===== config.mk =====
export PLATFORM = sky130hd
export DESIGN_NAME = memap_engine
export DESIGN_NICKNAME = d
export VERILOG_FILES = /design/src/rtl/memap_pkg.sv /design/src/rtl/memap_lane.sv /design/src/rtl/memap_tar_step.sv /design/src/rtl/memap_bus_seq.sv /design/src/rtl/memap_engine.sv
export SDC_FILE = /design/constraint.sdc
export NUM_CORES = 1
export LEC_CHECK = 0
export BUFFER_PORTS_ARGS = -buffer_cell sky130_fd_sc_hd__buf_2
export CAP_MARGIN = 20
export CORE_UTILIZATION = 54
export CTS_CLUSTER_SIZE = 10
export DETAILED_ROUTE_END_ITERATION = 12
export PLACE_DENSITY = 0.81
export SYNTH_ARGS = -nofsm -noshare
export SYNTH_HDL_FRONTEND = slang
export SYNTH_SLANG_ARGS = --single-unit

===== constraint.sdc =====
create_clock -name clk -period 3.1 [get_ports clk]
set_clock_uncertainty 0.2 [all_clocks]
set_input_delay 0.465 -clock clk [delete_from_list [all_inputs] [get_ports clk]]
set_output_delay 0.465 -clock clk [all_outputs]
set_load 0.02 [all_outputs]

===== src/rtl/memap_pkg.sv =====
package memap_pkg;

  typedef enum logic [1:0] {
    SZ_BYTE = 2'd0,
    SZ_HALF = 2'd1,
    SZ_WORD = 2'd2,
    SZ_WIDE = 2'd3
  } xsize_e;

  typedef enum logic [1:0] {
    STEP_NONE   = 2'd0,
    STEP_SINGLE = 2'd1,
    STEP_PACKED = 2'd2,
    STEP_RSVD   = 2'd3
  } step_e;

  localparam logic [2:0] SLOT_CTRL = 3'd0;
  localparam logic [2:0] SLOT_ADDR = 3'd1;
  localparam logic [2:0] SLOT_DATA = 3'd3;

  localparam int unsigned LANES = 4;

  function automatic logic [31:0] lanes_to_mask(input logic [LANES-1:0] be);
    logic [31:0] m;
    for (int i = 0; i < LANES; i++) m[8*i +: 8] = {8{be[i]}};
    return m;
  endfunction

endpackage


===== src/rtl/memap_lane.sv =====
module memap_lane
  import memap_pkg::*;
(
  input  logic [1:0]  lo,
  input  xsize_e      size,
  input  logic        packed_en,
  input  logic [31:0] wdata,
  output logic [3:0]  be,
  output logic [31:0] bus_wdata,
  output logic [2:0]  adv,
  output logic [4:0]  shift,
  output logic [31:0] rmask
);

  always_comb begin
    be        = 4'hF;
    bus_wdata = wdata;
    adv       = 3'd4;
    shift     = 5'd0;
    rmask     = 32'hFFFF_FFFF;
    unique case (size)
      SZ_HALF: begin
        if (packed_en) begin
          be  = lo[1] ? 4'hC : 4'hF;
          adv = lo[1] ? 3'd2 : 3'd4;
          rmask = lanes_to_mask(be);
        end else begin
          be        = lo[1] ? 4'hC : 4'h3;
          shift     = lo[1] ? 5'd16 : 5'd0;
          bus_wdata = {16'h0, wdata[15:0]} << shift;
          adv       = 3'd2;
          rmask     = 32'h0000_FFFF;
        end
      end
      SZ_BYTE: begin
        if (packed_en) begin
          be    = 4'hF << lo;
          adv   = 3'd4 - {1'b0, lo};
          rmask = lanes_to_mask(be);
        end else begin
          be        = 4'h1 << lo;
          shift     = {lo, 3'b000};
          bus_wdata = {24'h0, wdata[7:0]} << shift;
          adv       = 3'd1;
          rmask     = 32'h0000_00FF;
        end
      end
      default: ;
    endcase
  end

endmodule


===== src/rtl/memap_tar_step.sv =====
module memap_tar_step #(
  parameter int ADDR_W   = 32,
  parameter int WIN_BITS = 10
) (
  input  logic [ADDR_W-1:0] cur,
  input  logic [2:0]        adv,
  output logic [ADDR_W-1:0] nxt
);

  localparam int PAD_W = WIN_BITS - 3;

  logic [WIN_BITS-1:0] low_sum;

  assign low_sum = cur[WIN_BITS-1:0] + {{PAD_W{1'b0}}, adv};
  assign nxt     = {cur[ADDR_W-1:WIN_BITS], low_sum};

endmodule


===== src/rtl/memap_bus_seq.sv =====
module memap_bus_seq #(
  parameter int ADDR_W = 32
) (
  input  logic              clk,
  input  logic              rst_n,
  input  logic              start,
  input  logic              start_write,
  input  logic [ADDR_W-1:0] start_addr,
  input  logic [3:0]        start_be,
  input  logic [31:0]       start_wdata,
  output logic              mem_req_valid,
  input  logic              mem_req_ready,
  output logic              mem_req_write,
  output logic [ADDR_W-1:0] mem_req_addr,
  output logic [3:0]        mem_req_be,
  output logic [31:0]       mem_req_wdata,
  input  logic              mem_rsp_valid,
  input  logic [31:0]       mem_rsp_rdata,
  input  logic              mem_rsp_err,
  output logic              busy,
  output logic              done,
  output logic              done_err,
  output logic [31:0]       done_rdata
);

  typedef enum logic [1:0] {BS_IDLE, BS_ISSUE, BS_WAIT} bstate_e;

  bstate_e state_q;

  always_ff @(posedge clk or negedge rst_n) begin
    if (!rst_n) begin
      state_q       <= BS_IDLE;
      mem_req_write <= 1'b0;
      mem_req_addr  <= '0;
      mem_req_be    <= 4'h0;
      mem_req_wdata <= '0;
    end else begin
      unique case (state_q)
        BS_IDLE: if (start) begin
          state_q       <= BS_ISSUE;
          mem_req_write <= start_write;
          mem_req_addr  <= start_addr;
          mem_req_be    <= start_be;
          mem_req_wdata <= start_wdata;
        end
        BS_ISSUE: if (mem_req_ready) state_q <= BS_WAIT;
        BS_WAIT:  if (mem_rsp_valid) state_q <= BS_IDLE;
        default:  state_q <= BS_IDLE;
      endcase
    end
  end

  assign mem_req_valid = (state_q == BS_ISSUE);
  assign busy          = (state_q != BS_IDLE);
  assign done          = (state_q == BS_WAIT) && mem_rsp_valid;
  assign done_err      = mem_rsp_err;
  assign done_rdata    = mem_rsp_rdata;

endmodule


===== src/rtl/memap_engine.sv =====
module memap_engine
  import memap_pkg::*;
#(
  parameter int ADDR_W   = 32,
  parameter int WIN_BITS = 10,
  parameter int REG_AW   = 8
) (
  input  logic              clk,
  input  logic              rst_n,
  input  logic              req_valid,
  output logic              req_ready,
  input  logic              req_write,
  input  logic [REG_AW-1:0] req_addr,
  input  logic [31:0]       req_wdata,
  output logic              rsp_valid,
  input  logic              rsp_ready,
  output logic [31:0]       rsp_rdata,
  output logic              rsp_fault,
  input  logic              orun_en,
  input  logic              sticky_clr,
  output logic              sticky_orun,
  output logic              sticky_err,
  output logic              mem_req_valid,
  input  logic              mem_req_ready,
  output logic              mem_req_write,
  output logic [ADDR_W-1:0] mem_req_addr,
  output logic [3:0]        mem_req_be,
  output logic [31:0]       mem_req_wdata,
  input  logic              mem_rsp_valid,
  input  logic [31:0]       mem_rsp_rdata,
  input  logic              mem_rsp_err
);

  xsize_e            csw_size_q;
  step_e             csw_step_q;
  logic [ADDR_W-1:0] tar_q;
  logic              orun_q, err_q;
  logic              rsp_valid_q, rsp_fault_q;
  logic [31:0]       rsp_data_q;
  logic              rd_wait_q;
  logic              xfer_step_q;
  logic [2:0]        xfer_adv_q;
  logic [4:0]        xfer_sh_q;
  logic [31:0]       xfer_mask_q;

  logic [2:0]        slot;
  logic              mapped, is_data, banked;
  logic [ADDR_W-1:0] acc_addr;
  logic              busy, done, done_err;
  logic [31:0]       done_rdata;
  logic              accept, reject, go, start;
  logic              tar_wr;
  logic [3:0]        ln_be;
  logic [31:0]       ln_wdata, ln_mask;
  logic [2:0]        ln_adv;
  logic [4:0]        ln_sh;
  logic [ADDR_W-1:0] tar_nxt;
  logic [31:0]       reg_rdata;
  logic              unused_bits;

  assign unused_bits = ^{req_addr[1:0]};

  assign slot     = req_addr[4:2];
  assign mapped   = (req_addr[REG_AW-1:5] == '0);
  assign banked   = slot[2];
  assign is_data  = mapped && (banked || slot == SLOT_DATA);
  assign acc_addr = banked ? {tar_q[ADDR_W-1:4], slot[1:0], 2'b00} : tar_q;

  assign req_ready = !rsp_valid_q && !rd_wait_q && (!busy || orun_en);
  assign accept    = req_valid && req_ready;
  assign reject    = accept && (orun_q || busy);
  assign go        = accept && !reject;
  assign start     = go && is_data;
  assign tar_wr    = go && req_write && mapped && slot == SLOT_ADDR;

  memap_lane u_lane (
    .lo        (acc_addr[1:0]),
    .size      (csw_size_q),
    .packed_en (csw_step_q == STEP_PACKED && !banked),
    .wdata     (req_wdata),
    .be        (ln_be),
    .bus_wdata (ln_wdata),
    .adv       (ln_adv),
    .shift     (ln_sh),
    .rmask     (ln_mask)
  );

  memap_tar_step #(.ADDR_W(ADDR_W), .WIN_BITS(WIN_BITS)) u_step (
    .cur (tar_q),
    .adv (xfer_adv_q),
    .nxt (tar_nxt)
  );

  memap_bus_seq #(.ADDR_W(ADDR_W)) u_seq (
    .clk           (clk),
    .rst_n         (rst_n),
    .start         (start),
    .start_write   (req_write),
    .start_addr    (acc_addr),
    .start_be      (ln_be),
    .start_wdata   (ln_wdata),
    .mem_req_valid (mem_req_valid),
    .mem_req_ready (mem_req_ready),
    .mem_req_write (mem_req_write),
    .mem_req_addr  (mem_req_addr),
    .mem_req_be    (mem_req_be),
    .mem_req_wdata (mem_req_wdata),
    .mem_rsp_valid (mem_rsp_valid),
    .mem_rsp_rdata (mem_rsp_rdata),
    .mem_rsp_err   (mem_rsp_err),
    .busy          (busy),
    .done          (done),
    .done_err      (done_err),
    .done_rdata    (done_rdata)
  );

  always_comb begin
    reg_rdata = 32'h0;
    if (mapped) begin
      unique case (slot)
        SLOT_CTRL: reg_rdata = {24'h0, busy, 1'b0, csw_step_q, 2'b00, csw_size_q};
        SLOT_ADDR: reg_rdata = 32'(tar_q);
        default:   reg_rdata = 32'h0;
      endcase
    end
  end

  always_ff @(posedge clk or negedge rst_n) begin
    if (!rst_n) begin
      csw_size_q  <= SZ_BYTE;
      csw_step_q  <= STEP_NONE;
      tar_q       <= '0;
      orun_q      <= 1'b0;
      err_q       <= 1'b0;
      rsp_valid_q <= 1'b0;
      rsp_fault_q <= 1'b0;
      rsp_data_q  <= '0;
      rd_wait_q   <= 1'b0;
      xfer_step_q <= 1'b0;
      xfer_adv_q  <= '0;
      xfer_sh_q   <= '0;
      xfer_mask_q <= '0;
    end else begin
      if (rsp_valid_q && rsp_ready) rsp_valid_q <= 1'b0;

      if (sticky_clr) begin
        orun_q <= 1'b0;
        err_q  <= 1'b0;
      end
      if (accept && busy) orun_q <= 1'b1;

      if (reject) begin
        rsp_valid_q <= 1'b1;
        rsp_fault_q <= 1'b1;
        rsp_data_q  <= 32'h0;
      end else if (go) begin
        if (is_data && !req_write) begin
          rd_wait_q <= 1'b1;
        end else begin
          rsp_valid_q <= 1'b1;
          rsp_fault_q <= 1'b0;
          rsp_data_q  <= req_write ? 32'h0 : reg_rdata;
        end
        if (req_write && mapped && slot == SLOT_CTRL) begin
          csw_size_q <= xsize_e'(req_wdata[1:0]);
          csw_step_q <= step_e'(req_wdata[5:4]);
        end
        if (tar_wr) tar_q <= req_wdata[ADDR_W-1:0];
        if (start) begin
          xfer_step_q <= !banked && (csw_step_q == STEP_SINGLE || csw_step_q == STEP_PACKED);
          xfer_adv_q  <= ln_adv;
          xfer_sh_q   <= ln_sh;
          xfer_mask_q <= ln_mask;
        end
      end

      if (done) begin
        if (rd_wait_q) begin
          rd_wait_q   <= 1'b0;
          rsp_valid_q <= 1'b1;
          rsp_fault_q <= done_err;
          rsp_data_q  <= (done_rdata >> xfer_sh_q) & xfer_mask_q;
        end
        if (done_err) err_q <= 1'b1;
        else if (xfer_step_q) tar_q <= tar_nxt;
      end
    end
  end

  assign rsp_valid   = rsp_valid_q;
  assign rsp_rdata   = rsp_data_q;
  assign rsp_fault   = rsp_fault_q;
  assign sticky_orun = orun_q;
  assign sticky_err  = err_q;

endmodule


Yosys cells after proc, flatten, opt, wreduce, memory -nomap -nowiden
Cells that the tools add are included.
{"block": "word_totals", "reg_bits": 185, "inputBits": 82, "word_cells": 136}
{"block": "op_classes", "add_sub_neg": 2, "n_eq_ne": 11, "shift": 5, "muxes": 59, "bitwise_logic": 2, "n_reduce_logical": 38}
{"operator": "two-way mux 32 bit", "n": 17}
{"operator": "case mux 32 bit (2 select lines)", "n": 3}
{"operator": "bitwise AND 32 bit", "n": 1}
{"operator": "<< shifter 16 x 5 -> 32 bit", "n": 1}
{"operator": "<< shifter 8 x 5 -> 32 bit", "n": 1}
{"operator": ">> shifter 32 x 5 -> 32 bit", "n": 1}
{"operator": "two-way mux 1 bit", "n": 21}
{"operator": "logical AND 1 bit", "n": 18}
{"operator": "two-way mux 4 bit", "n": 4}
{"operator": "two-way mux 5 bit", "n": 3}
{"operator": "adder 10 x 3 -> 10 bit", "n": 1}
{"operator": "case mux 5 bit (2 select lines)", "n": 1}
{"operator": "two-way mux 3 bit", "n": 3}
{"operator": "AND reduction 3 bit", "n": 3}
{"operator": "two-way mux 2 bit", "n": 4}
{"operator": "case mux 4 bit (2 select lines)", "n": 1}
{"operator": "== test 2 x 1 -> 1 bit, second input constant", "n": 3}
{"operator": "zero test 1 bit", "n": 6}
{"operator": "zero test 3 bit", "n": 2}
{"operator": "case mux 2 bit (3 select lines)", "n": 1}
{"operator": "case mux 3 bit (2 select lines)", "n": 1}
{"operator": "== test 2 bit, second input constant", "n": 2}
{"operator": "zero test 2 bit", "n": 2}
{"operator": "logical OR 1 bit", "n": 4}
{"operator": "other kinds (11)", "n": 13}

Depth between registers and ports, before layout
Gate-level depths: netlist (run 1).
{"block": "depth", "word_depth": 17, "depth_mapped": 9, "depth_no_buf": 7}

Cells and area by module
From an unflattened synthesis (run 1), not the netlist that was laid out.
{"block": "unflattened", "cells_unflattened": 1066, "area_unflattened_um2": 11502.3}
{"mod": "memap_engine", "n_inst": 1, "cells_per_inst": 675, "area_each_um2": 7148.1, "seq_area_each_um2": 2852.7}
{"mod": "memap_bus_seq", "n_inst": 1, "cells_per_inst": 189, "area_each_um2": 2904.0, "seq_area_each_um2": 1776.7}
{"mod": "memap_lane", "n_inst": 1, "cells_per_inst": 153, "area_each_um2": 1066.0, "seq_area_each_um2": 0.0}
{"mod": "memap_tar_step", "n_inst": 1, "cells_per_inst": 49, "area_each_um2": 384.1, "seq_area_each_um2": 0.0}

Least setup slack after synthesis (run 1)
Ideal clock, no wire load.
{"block": "synth_timing", "path_type": "in2reg", "startpoint": "input port req_write", "endpoint": "register rsp_data_q[0], in the netlist rsp_rdata[0]", "setup_ns": 0.138, "arrival_ns": 1.819, "required_ns": 2.762, "slack_ns": 0.943, "cell_stages": 7, "path_buffers": 3, "cell_sequence": "or4_1 clkbuf_1 o211a_1 buf_6 buf_6 mux2i_1 o22ai_1"}
{"block": "synth_via", "elab_chain_len": 7}
{"item": "start, declared", "line_no": "memap_engine.sv:12", "source": "input logic req_write,"}
{"item": "zero test 1 bit", "line_no": "memap_engine.sv:157", "source": "if (is_data && !req_write) begin"}
{"item": "logical AND 1 bit", "line_no": "memap_engine.sv:157"}
{"item": "two-way mux 32 bit *", "line_no": "memap_engine.sv:157"}
{"item": "two-way mux 32 bit *", "line_no": "memap_engine.sv:156", "source": "end else if (go) begin"}
{"item": "two-way mux 32 bit *", "line_no": "memap_engine.sv:152", "source": "if (reject) begin"}
{"item": "two-way mux 32 bit", "line_no": "memap_engine.sv:178", "source": "if (rd_wait_q) begin"}
{"item": "two-way mux 32 bit *", "line_no": "memap_engine.sv:177", "source": "if (done) begin"}
{"item": "end signal, assigned", "line_no": "memap_engine.sv:162", "source": "rsp_data_q <= req_write ? 32'h0 : reg_rdata;"}
{"item": "end signal, assigned", "line_no": "memap_engine.sv:182", "source": "rsp_data_q <= (done_rdata >> xfer_sh_q) & xfer_mask_q;"}
{"item": "end, declared", "line_no": "memap_engine.sv:39", "source": "logic [31:0] rsp_data_q;"}
Every way passes the cells marked *; elsewhere a longest branch is shown, timed or not.
A chain may end at the register's enable or synchronous reset.

Worst setup path after layout (run 1)
{"block": "layout_timing", "startpoint": "register u_seq.state_q[0]", "endpoint": "register rsp_data_q[6], in the netlist rsp_rdata[6]"}
{"block": "layout_via", "elab_chain_len": 12}
{"item": "start, declared", "line_no": "memap_bus_seq.sv:28", "source": "bstate_e state_q;"}
{"item": "start signal, assigned", "line_no": "memap_bus_seq.sv:32", "source": "state_q <= BS_IDLE;"}
{"item": "start signal, assigned", "line_no": "memap_bus_seq.sv:40", "source": "state_q <= BS_ISSUE;"}
{"item": "start signal, assigned", "line_no": "memap_bus_seq.sv:46", "source": "BS_ISSUE: if (mem_req_ready) state_q <= BS_WAIT;"}
{"item": "nonzero test 2 bit", "line_no": "memap_bus_seq.sv:54", "source": "assign busy = (state_q != BS_IDLE);"}
{"item": "zero test 1 bit", "line_no": "memap_engine.sv:69", "source": "assign req_ready = !rsp_valid_q && !rd_wait_q && (!busy || orun_en);"}
{"item": "logical OR 1 bit", "line_no": "memap_engine.sv:69"}
{"item": "logical AND 1 bit", "line_no": "memap_engine.sv:69"}
{"item": "logical AND 1 bit", "line_no": "memap_engine.sv:70", "source": "assign accept = req_valid && req_ready;"}
{"item": "logical AND 1 bit", "line_no": "memap_engine.sv:71", "source": "assign reject = accept && (orun_q || busy);"}
{"item": "zero test 1 bit", "line_no": "memap_engine.sv:72", "source": "assign go = accept && !reject;"}
{"item": "logical AND 1 bit", "line_no": "memap_engine.sv:72"}
{"item": "two-way mux 32 bit", "line_no": "memap_engine.sv:156"}
{"item": "two-way mux 32 bit", "line_no": "memap_engine.sv:152"}
{"item": "two-way mux 32 bit", "line_no": "memap_engine.sv:178"}
{"item": "two-way mux 32 bit *", "line_no": "memap_engine.sv:177"}
Marks and branches as above.

==> flow_metrics.tcl, run 1 <==
set metrics [dict create \
    outcome "finished, final reports clean" \
    grt_pass1_vias 6548 \
    clock_path_buffers 2 \
    grt.overflow.total 0 \
    grt_use_total_pct 30.15 \
    crit_arrival_ps 2510 \
    finalSetupViolations 0 \
    critPathKind "register to register" \
    crit_path_end_kind "register" \
    clk_pin_slew_worst_paths_ps 60 \
    crit_path_max_incr_delay_ps 470 \
    dr_wl_met2_um 10420 \
    wire_per_inst_um 18.28 \
    placement_rows 43 \
    coreArea_um2 13830 \
    drive_gt1_share_pct 25.66 \
    crit_start "u_seq.state_q[0]" \
    critPathMaxFanout 34 \
    cts.sinks 154 \
    cts_root_buf "clkbuf_16" \
    nNetsFinal 1069 \
    dieHeight_um 121.0 \
    numCtsBuffers 17 \
    finalWirelength_um 21380 \
    initial_core_util_pct 55.29 \
    drv_cap 0 \
    rsz0062_at_grt "no" \
    hold_class "input port to register" \
    ys.flop_type "dfrtp_1" \
    irDropWorstVdd_v 0.0004185 \
    synth_area_leader_cell "dfrtp_1" \
    vias 6785 \
    synthArstFlopShare_pct 100.0 \
    fmax_mhz 407.1 \
    cts_tree "built" \
    yosysSeqAreaShare_pct 50.41 \
    syn_area_um2 7645 \
    slew_viol_final 0 \
    io_buffers 186 \
    drt-met1-wl_um 8803 \
    postCtsSetupRepairBufs 0 \
    synth_warnings 0 \
    fillers 1112 \
    drt_iter0_drc 606 \
    ys_ff_latch 154 \
    synthTopCellsByArea "dfrtp_1, nand2_1, mux2i_1" \
    hold_viol 0 \
    antenna_found_initial 0 \
    detail-route-antenna-nets 0 \
    synth_top_area_share_pct 50.41 \
    syn_nets 902 \
    holdBufCountCts 1 \
    post_synth.cell_area_avg_um2 9.426 \
    ios 189 \
    top_layer "met4" \
    synthCells 811 \
    grt_pass1_wl_um 33300 \
    cp_cell_sequence "nor3_1 > o211a_1 > buf_4 > mux2i_1 > o22ai_1" \
    die_w_um 121.0 \
    totalNegativeSetupSlack_ps 0 \
    synth_cell_types 55 \
    slew_headroom_pct 32.95 \
    route.detailed.drc 0 \
    antenna_cells 0 \
    worst_slack_ps 643.7 \
    gp_congestion 0.8639 \
    htree_levels 4 \
    startpoint_type "register" \
    period_needed_ps 2456 \
    die_area_um2 14640 \
    firstDrtPassIters 5 \
    slowest_stage "nor3_1" \
    r2r_start "u_seq.state_q[0]" \
    cp.required_ps 3160 \
    clock_latency_ps 430 \
    synth-edff-count 0 \
    tightest_slew_ps 1006 \
    power.density_nw_per_um2 585.3 \
    area_delta_synth_final_pct 21.70 \
    cts_resized 0 \
    hp-start "mem_req_ready" \
    dr_wl_met3_um 1214 \
    leakage_nw 4.642 \
    pre_cts_slack_ps 644.6 \
    grt_max_degree 89 \
    period_share_pct 79.24 \
    dp_hpwl_um 15420 \
    avgViaCountPerCell 5.799 \
]
## Yosys cell counts (all sizes together), types with 3 or more instances
library cell and count:
o21ai 89, o2bb2ai 8, a211o 4, mux2 25, a22oi 24, nor3b 3
mux2i 57, a211oi 6, o21a 3, nor2b 8, ha 8, nand4 3
nand2b 3, buf 13, dfrtp 154, inv 39, nor2 23, a21oi 19
clkbuf 43, nor3 40, o22ai 26, nand2 171, and3 5
## cell families after synthesis
group	after synthesis	share of synthesized area, %
fa+ha+maj	9	1.571
mux	82	11.15
flops	154	50.41
buf+inv	95	5.221
xor+xnor	1	0.1146
compound gates	196	15.65
simple gates	274	15.89
## worst paths after layout
path,endpoint,slack (ps),depth (start not counted)
min in group asynchronous,rsp_rdata[13],350,2
hold reg to reg,tar_q[17],260,2
setup reg to reg,rsp_rdata[6],640,5
max in group asynchronous,sticky_err,1500,3
setup / recovery,rsp_rdata[6],640,5
hold / removal,u_seq.state_q[0],30,2
## layout make-up
| cell class | count | area, um^2 | area share, % |
|---|---|---|---|
| inverters | 39 | 146.4 | 1.573 |
| multi-input cells | 562 | 3396 | 36.50 |
| clock buffers | 23 | 467.9 | 5.030 |
| well taps | 180 | 225.2 | 2.421 |
| flip-flops and latches | 154 | 3854 | 41.42 |
| repair buffers | 204 | 1120 | 12.04 |
| clock inverters | 8 | 95.09 | 1.022 |
## metal layers
layer / track usage, % / up-vias
met5: 0 / -
met3: 5.075 / 73
li1: - / 3167
met2: 48.89 / 262
met4: 16.98 / 0
met1: 38.37 / 3283
## layout by cell type (no fill, tap or decap), types with 14 or more instances in the layout
cell and n:
nand2_1 171, o21ai_0 72, clkbuf_16 17, nor3_1 40, mux2_2 21, o21ai_1 16, inv_1 39, nor2_1 23
o22ai_1 26, mux2i_1 57, a21oi_1 19, buf_2 185, a22oi_1 24, buf_4 14, dfrtp_1 154
## per-stage QoR
stage | cells | utilization [%] | total power, mW | instance area, um^2 | hold WS (ps)
6_report | 1170 | 67.29 | 5.445 | 9304 | 31.48
5_1_grt | 1170 | 67.29 | 5.663 | 9304 | 52.80
4_1_cts | 1169 | 67.09 | 5.451 | 9276 | 24.88
3_5_place_dp | 1137 | 62.94 | 3.459 | 8703 | 246.3
3_3_place_gp | 1137 | 62.94 | 3.431 | 8703 | 249.5
2_1_floorplan | 811 | - | 3.069 | 7645 | -30.59
## flip-flops by register name, summed over array words and instances, names as in the netlist, 3 cells and up
signal and flops:
u_seq.mem_req_be 4, xfer_mask_q 4, u_seq.mem_req_addr 32, xfer_adv_q 3, tar_q 32, rsp_rdata 32
u_seq.mem_req_wdata 32
## critical path, delay by kind of cell, from the launching register on
family,cells,cell delay (ps)
AO/OA/AOI/OAI,2,340
flip-flops,1,440
AND/OR/NAND/NOR,1,470
multiplexers,1,340
buffers and inverters,1,460
## where the power goes
part | switching (mW) | internal, mW | total, mW
combinational | 0.681 | 0.399 | 1.08
sequential | 0.140 | 2.21 | 2.35
clock | 0.796 | 1.22 | 2.01
total | 1.62 | 3.83 | 5.45
Power figures use the tool's default switching activity.
==> inputs of run 2 (changes only) <==
- clock period: 3.1 -> 2.57 ns (I/O delays scaled with it)
==> flow_metrics.tcl, run 2 (synthesized netlist as in run 1, its figures left out) <==
set metrics [dict create \
    cts_tree "built" \
    grt_max_degree 68 \
    slew_viol_final 0 \
    grt_use_total_pct 30.09 \
    cts.sinks 154 \
    tightest_slew_ps 808.4 \
    die_w_um 121.0 \
    firstDrtPassIters 7 \
    drt_iter0_drc 579 \
    fmax_mhz 440.0 \
    clock_latency_ps 420 \
    io_buffers 186 \
    die_area_um2 14640 \
    power.density_nw_per_um2 681.7 \
    cts_root_buf "clkbuf_16" \
    outcome "finished, final reports clean" \
    r2r_start "rsp_valid" \
    detail-route-antenna-nets 0 \
    total_power_mw 6.406 \
    crit_path_end_kind "register" \
    crit_start "rsp_valid" \
    drive_gt1_share_pct 25.40 \
    vias 6816 \
    clk_pin_slew_worst_paths_ps 60 \
    leakage_nw 4.690 \
    irDropWorstVdd_v 0.0004472 \
    grt.overflow.total 0 \
    wire_per_inst_um 17.95 \
    pre_cts_slack_ps 252.0 \
    hold_class "input port to register" \
    finalSetupViolations 0 \
    critPathKind "register to register" \
    placement_rows 43 \
    drv_cap 0 \
    avgViaCountPerCell 5.776 \
    cp.required_ps 2700 \
    initial_core_util_pct 55.29 \
    finalWirelength_um 21190 \
    route.detailed.drc 0 \
    grt_pass1_wl_um 33250 \
    holdBufCountCts 10 \
    hold_viol 0 \
    postCtsSetupRepairBufs 0 \
    dp_hpwl_um 15330 \
    dpl-instance-area_um2 8783 \
    hp-start "req_wdata[31]" \
    htree_levels 4 \
    slew_headroom_pct 45.97 \
    area_delta_synth_final_pct 22.93 \
    clock_path_buffers 2 \
    layout_common_cells "buf_2, nand2_1, dfrtp_1" \
    period_share_pct 88.43 \
    startpoint_type "register" \
    crit_arrival_ps 2400 \
    regArea_um2 3854 \
    fillers 1098 \
    cts_resized 0 \
    totalNegativeSetupSlack_ps 0 \
    antenna_cells 0 \
    nNetsFinal 1081 \
    dieHeight_um 121.0 \
    coreArea_um2 13830 \
    layout_commonest_cell "buf_2" \
    numCtsBuffers 17 \
    period_needed_ps 2273 \
    stdcell_area_um2 9398 \
    antenna_found_initial 0 \
    multiInputGateArea_um2 3396 \
    rsz0062_at_grt "no" \
    grt_pass1_vias 6452 \
    worst_slack_ps 297.3 \
    critPathMaxFanout 49 \
    ios 189 \
    gp_congestion 0.8771 \
]
[run 2: cell types whose count changed in the layout (fill, tap and decap cells not counted), sizes merged]
cell         delta
bufinv          -2
clkinv          -1
clkbuf          +3
clkinvlp        -2
buf             +3
dlygate4sd3     +9
[run 2: final cells by class]
cell class | count | share of cell area [%]
clock buffers | 26 | 5.312
clock inverters | 3 | 0.1598
well taps | 180 | 2.396
multi-input cells | 562 | 36.13
flip-flops and latches | 154 | 41.01
inverters | 39 | 1.558
repair buffers | 216 | 13.43
[run 2: power by group]
group,total (mW),internal [mW],leakage [nW],switching [mW]
clock,2.23,1.32,0.256,0.914
combinational,1.34,0.507,2.31,0.830
sequential,2.84,2.67,2.12,0.169
[run 2: final timing paths]
check / endpoint / slack [ps] / cells past startpoint
worst max-delay path: u_seq.mem_req_addr[27] / 300 / 5
max in group asynchronous: u_seq.mem_req_wdata[15] / 1290 / 3
worst min register to register: tar_q[23] / 260 / 2
worst min-delay path: tar_q[31] / 10 / 3
worst max register to register: u_seq.mem_req_addr[27] / 300 / 5
min in group asynchronous: rsp_rdata[20] / 230 / 2
[run 2: metrics by stage]
step / util [%] / hold WS (ps) / std cells
2_1_floorplan: - / -110.1 / 811
3_3_place_gp: 63.52 / 100.7 / 1141
3_5_place_dp: 63.52 / 102.0 / 1141
4_1_cts: 67.97 / 0.5098 / 1180
5_1_grt: 67.97 / 0.7159 / 1180
6_report: 67.97 / 9.725 / 1180
[run 2: critical path, stage by stage, from the launching register on]
cell and delay (ps):
dfrtp_1 410, nor3b_1 530, nand4b_1 330, buf_12 270
buf_12 190, o21ai_0 210
[run 2: per-layer routing]
layer	wire (um)	share of wire [%]	track usage, %
met1	8490	40	39.13
met2	10540	50	49.18
met3	1443	6.8	6.156
met4	715	3.4	12.19
met5	0	0	0
==> inputs of run 3 (changes only) <==
- CORE_UTILIZATION: 54 -> 30
- PLACE_DENSITY: 0.81 -> default
==> flow_metrics.tcl, run 3 (synthesized netlist as in run 1, its figures left out) <==
set metrics [dict create \
    outcome "finished, final reports clean" \
    period_share_pct 88.63 \
    cts.sinks 154 \
    detail-route-antenna-nets 0 \
    clock_latency_ps 420 \
    dp_hpwl_um 18210 \
    crit_arrival_ps 2390 \
    startpoint_type "register" \
    critPathMaxFanout 80 \
    dieHeight_um 161.6 \
    grt_max_degree 81 \
    antenna_cells 0 \
    finalWirelength_um 24460 \
    slew_headroom_pct 36.35 \
    wire_per_inst_um 18.27 \
    hold_viol 0 \
    ios 189 \
    htree_levels 4 \
    postCtsSetupRepairBufs 0 \
    slowest_stage "nor3_1" \
    crit_path_end_kind "register" \
    finalSetupViolations 0 \
    rsz0062_at_grt "no" \
    crit_family "simple AND/OR/NAND/NOR gates" \
    cts_tree "built" \
    io_buffers 186 \
    gp_congestion 0.8138 \
    nNetsFinal 1087 \
    slew_viol_final 0 \
    route.detailed.drc 0 \
    grt_pass1_wl_um 37820 \
    layout_common_cells "buf_2, nand2_1, dfrtp_1" \
    firstDrtPassIters 5 \
    fin_util_pct 38.72 \
    cp_cell_sequence "nor3_1 > nand4b_1 > buf_12 > mux2_1" \
    fillers 2605 \
    whs_ps 8.608 \
    worst-path-buf-inv 1 \
    total_power_mw 6.758 \
    drt_iter0_drc 437 \
    cp.required_ps 2680 \
    coreArea_um2 25110 \
    die_w_um 161.6 \
    fmax_mhz 439.0 \
    grt_pass1_vias 6512 \
    grt.overflow.total 0 \
    grt_use_total_pct 19.17 \
    clk_pin_slew_worst_paths_ps 70 \
    cts_root_buf "clkbuf_16" \
    numCtsBuffers 17 \
    totalNegativeSetupSlack_ps 0 \
    drv_cap 0 \
    holdBufCountCts 11 \
    avgViaCountPerCell 4.954 \
    clock_path_buffers 2 \
    area_delta_synth_final_pct 27.17 \
    vias 6633 \
    crit_path_max_incr_delay_ps 480 \
    stdcell_area_um2 9722 \
    antenna_found_initial 0 \
    leakage_nw 4.742 \
    irDropWorstVdd_v 0.0003356 \
    dpl-instance-area_um2 9021 \
    drive_gt1_share_pct 26.46 \
    period_needed_ps 2278 \
    cts_resized 0 \
    power.density_nw_per_um2 695.2 \
    layout_commonest_cell "buf_2" \
    die_area_um2 26130 \
    tightest_slew_ps 954.7 \
    critPathKind "register to register" \
    initial_core_util_pct 30.45 \
    hold_class "input port to register" \
    placement_rows 58 \
]
## run 3: cell count changes in the layout (fill, tap and decap cells not counted), moves of 2 or more
cell and change:
clkinv_2 -2, clkbuf_1 -5, clkinv_4 +2, clkbuf_8 -4
bufinv_16 +2, buf_4 +4, clkinvlp_4 +4, inv_6 +6
## run 3: power breakdown
part | switching [mW] | leakage [nW] | internal, mW | total (mW)
combinational | 0.853 | 2.34 | 0.514 | 1.37
clock | 1.10 | 0.278 | 1.45 | 2.55
sequential | 0.173 | 2.12 | 2.67 | 2.84
## run 3: final cells by class
class | instances | area [um^2] | area share, %
Tap cell | 330 | 412.9 | 4.247
Multi-Input combinational cell | 562 | 3396 | 34.93
Clock buffer | 17 | 425.4 | 4.376
Clock inverter | 15 | 165.2 | 1.699
Timing Repair Buffer | 222 | 1323 | 13.60
Inverter | 39 | 146.4 | 1.506
Sequential cell | 154 | 3854 | 39.64
## run 3: stage by stage
| step | std cells | worst slack [ps] |
|---|---|---|
| floorplan | 811 | 420.4 |
| global placement | 1296 | 270.0 |
| detailed placement | 1296 | 252.8 |
| CTS | 1339 | 314.1 |
| global route | 1339 | 160.2 |
| finish | 1339 | 292.3 |
## run 3: worst paths after layout
| check | from | to | slack [ps] | depth (start not counted) |
|---|---|---|---|---|
| hold / removal | req_wdata[31] | tar_q[31] | 9 | 3 |
| max in group asynchronous | rst_n | xfer_adv_q[0] | 1190 | 3 |
| setup / recovery | u_seq.state_q[0] | u_seq.mem_req_wdata[28] | 290 | 4 |
| hold reg to reg | tar_q[18] | tar_q[18] | 260 | 2 |
| setup reg to reg | u_seq.state_q[0] | u_seq.mem_req_wdata[28] | 290 | 4 |
| min in group asynchronous | rst_n | rsp_rdata[13] | 270 | 2 |
## run 3: per-layer routing
| metal | track usage, % | share of wire, % | vias to the layer above |
|---|---|---|---|
| met5 | 0 | 0 | - |
| met3 | 3.133 | 4.0 | 39 |
| met4 | 7.547 | 2.8 | 0 |
| met1 | 24.78 | 44 | 3232 |
| li1 | - | - | 3197 |
| met2 | 31.94 | 49 | 165 |
## run 3: tightest hold or removal path, cell delays in order
cell	delay, ps
buf_2	100
nand2_1	50
nand2_1	60
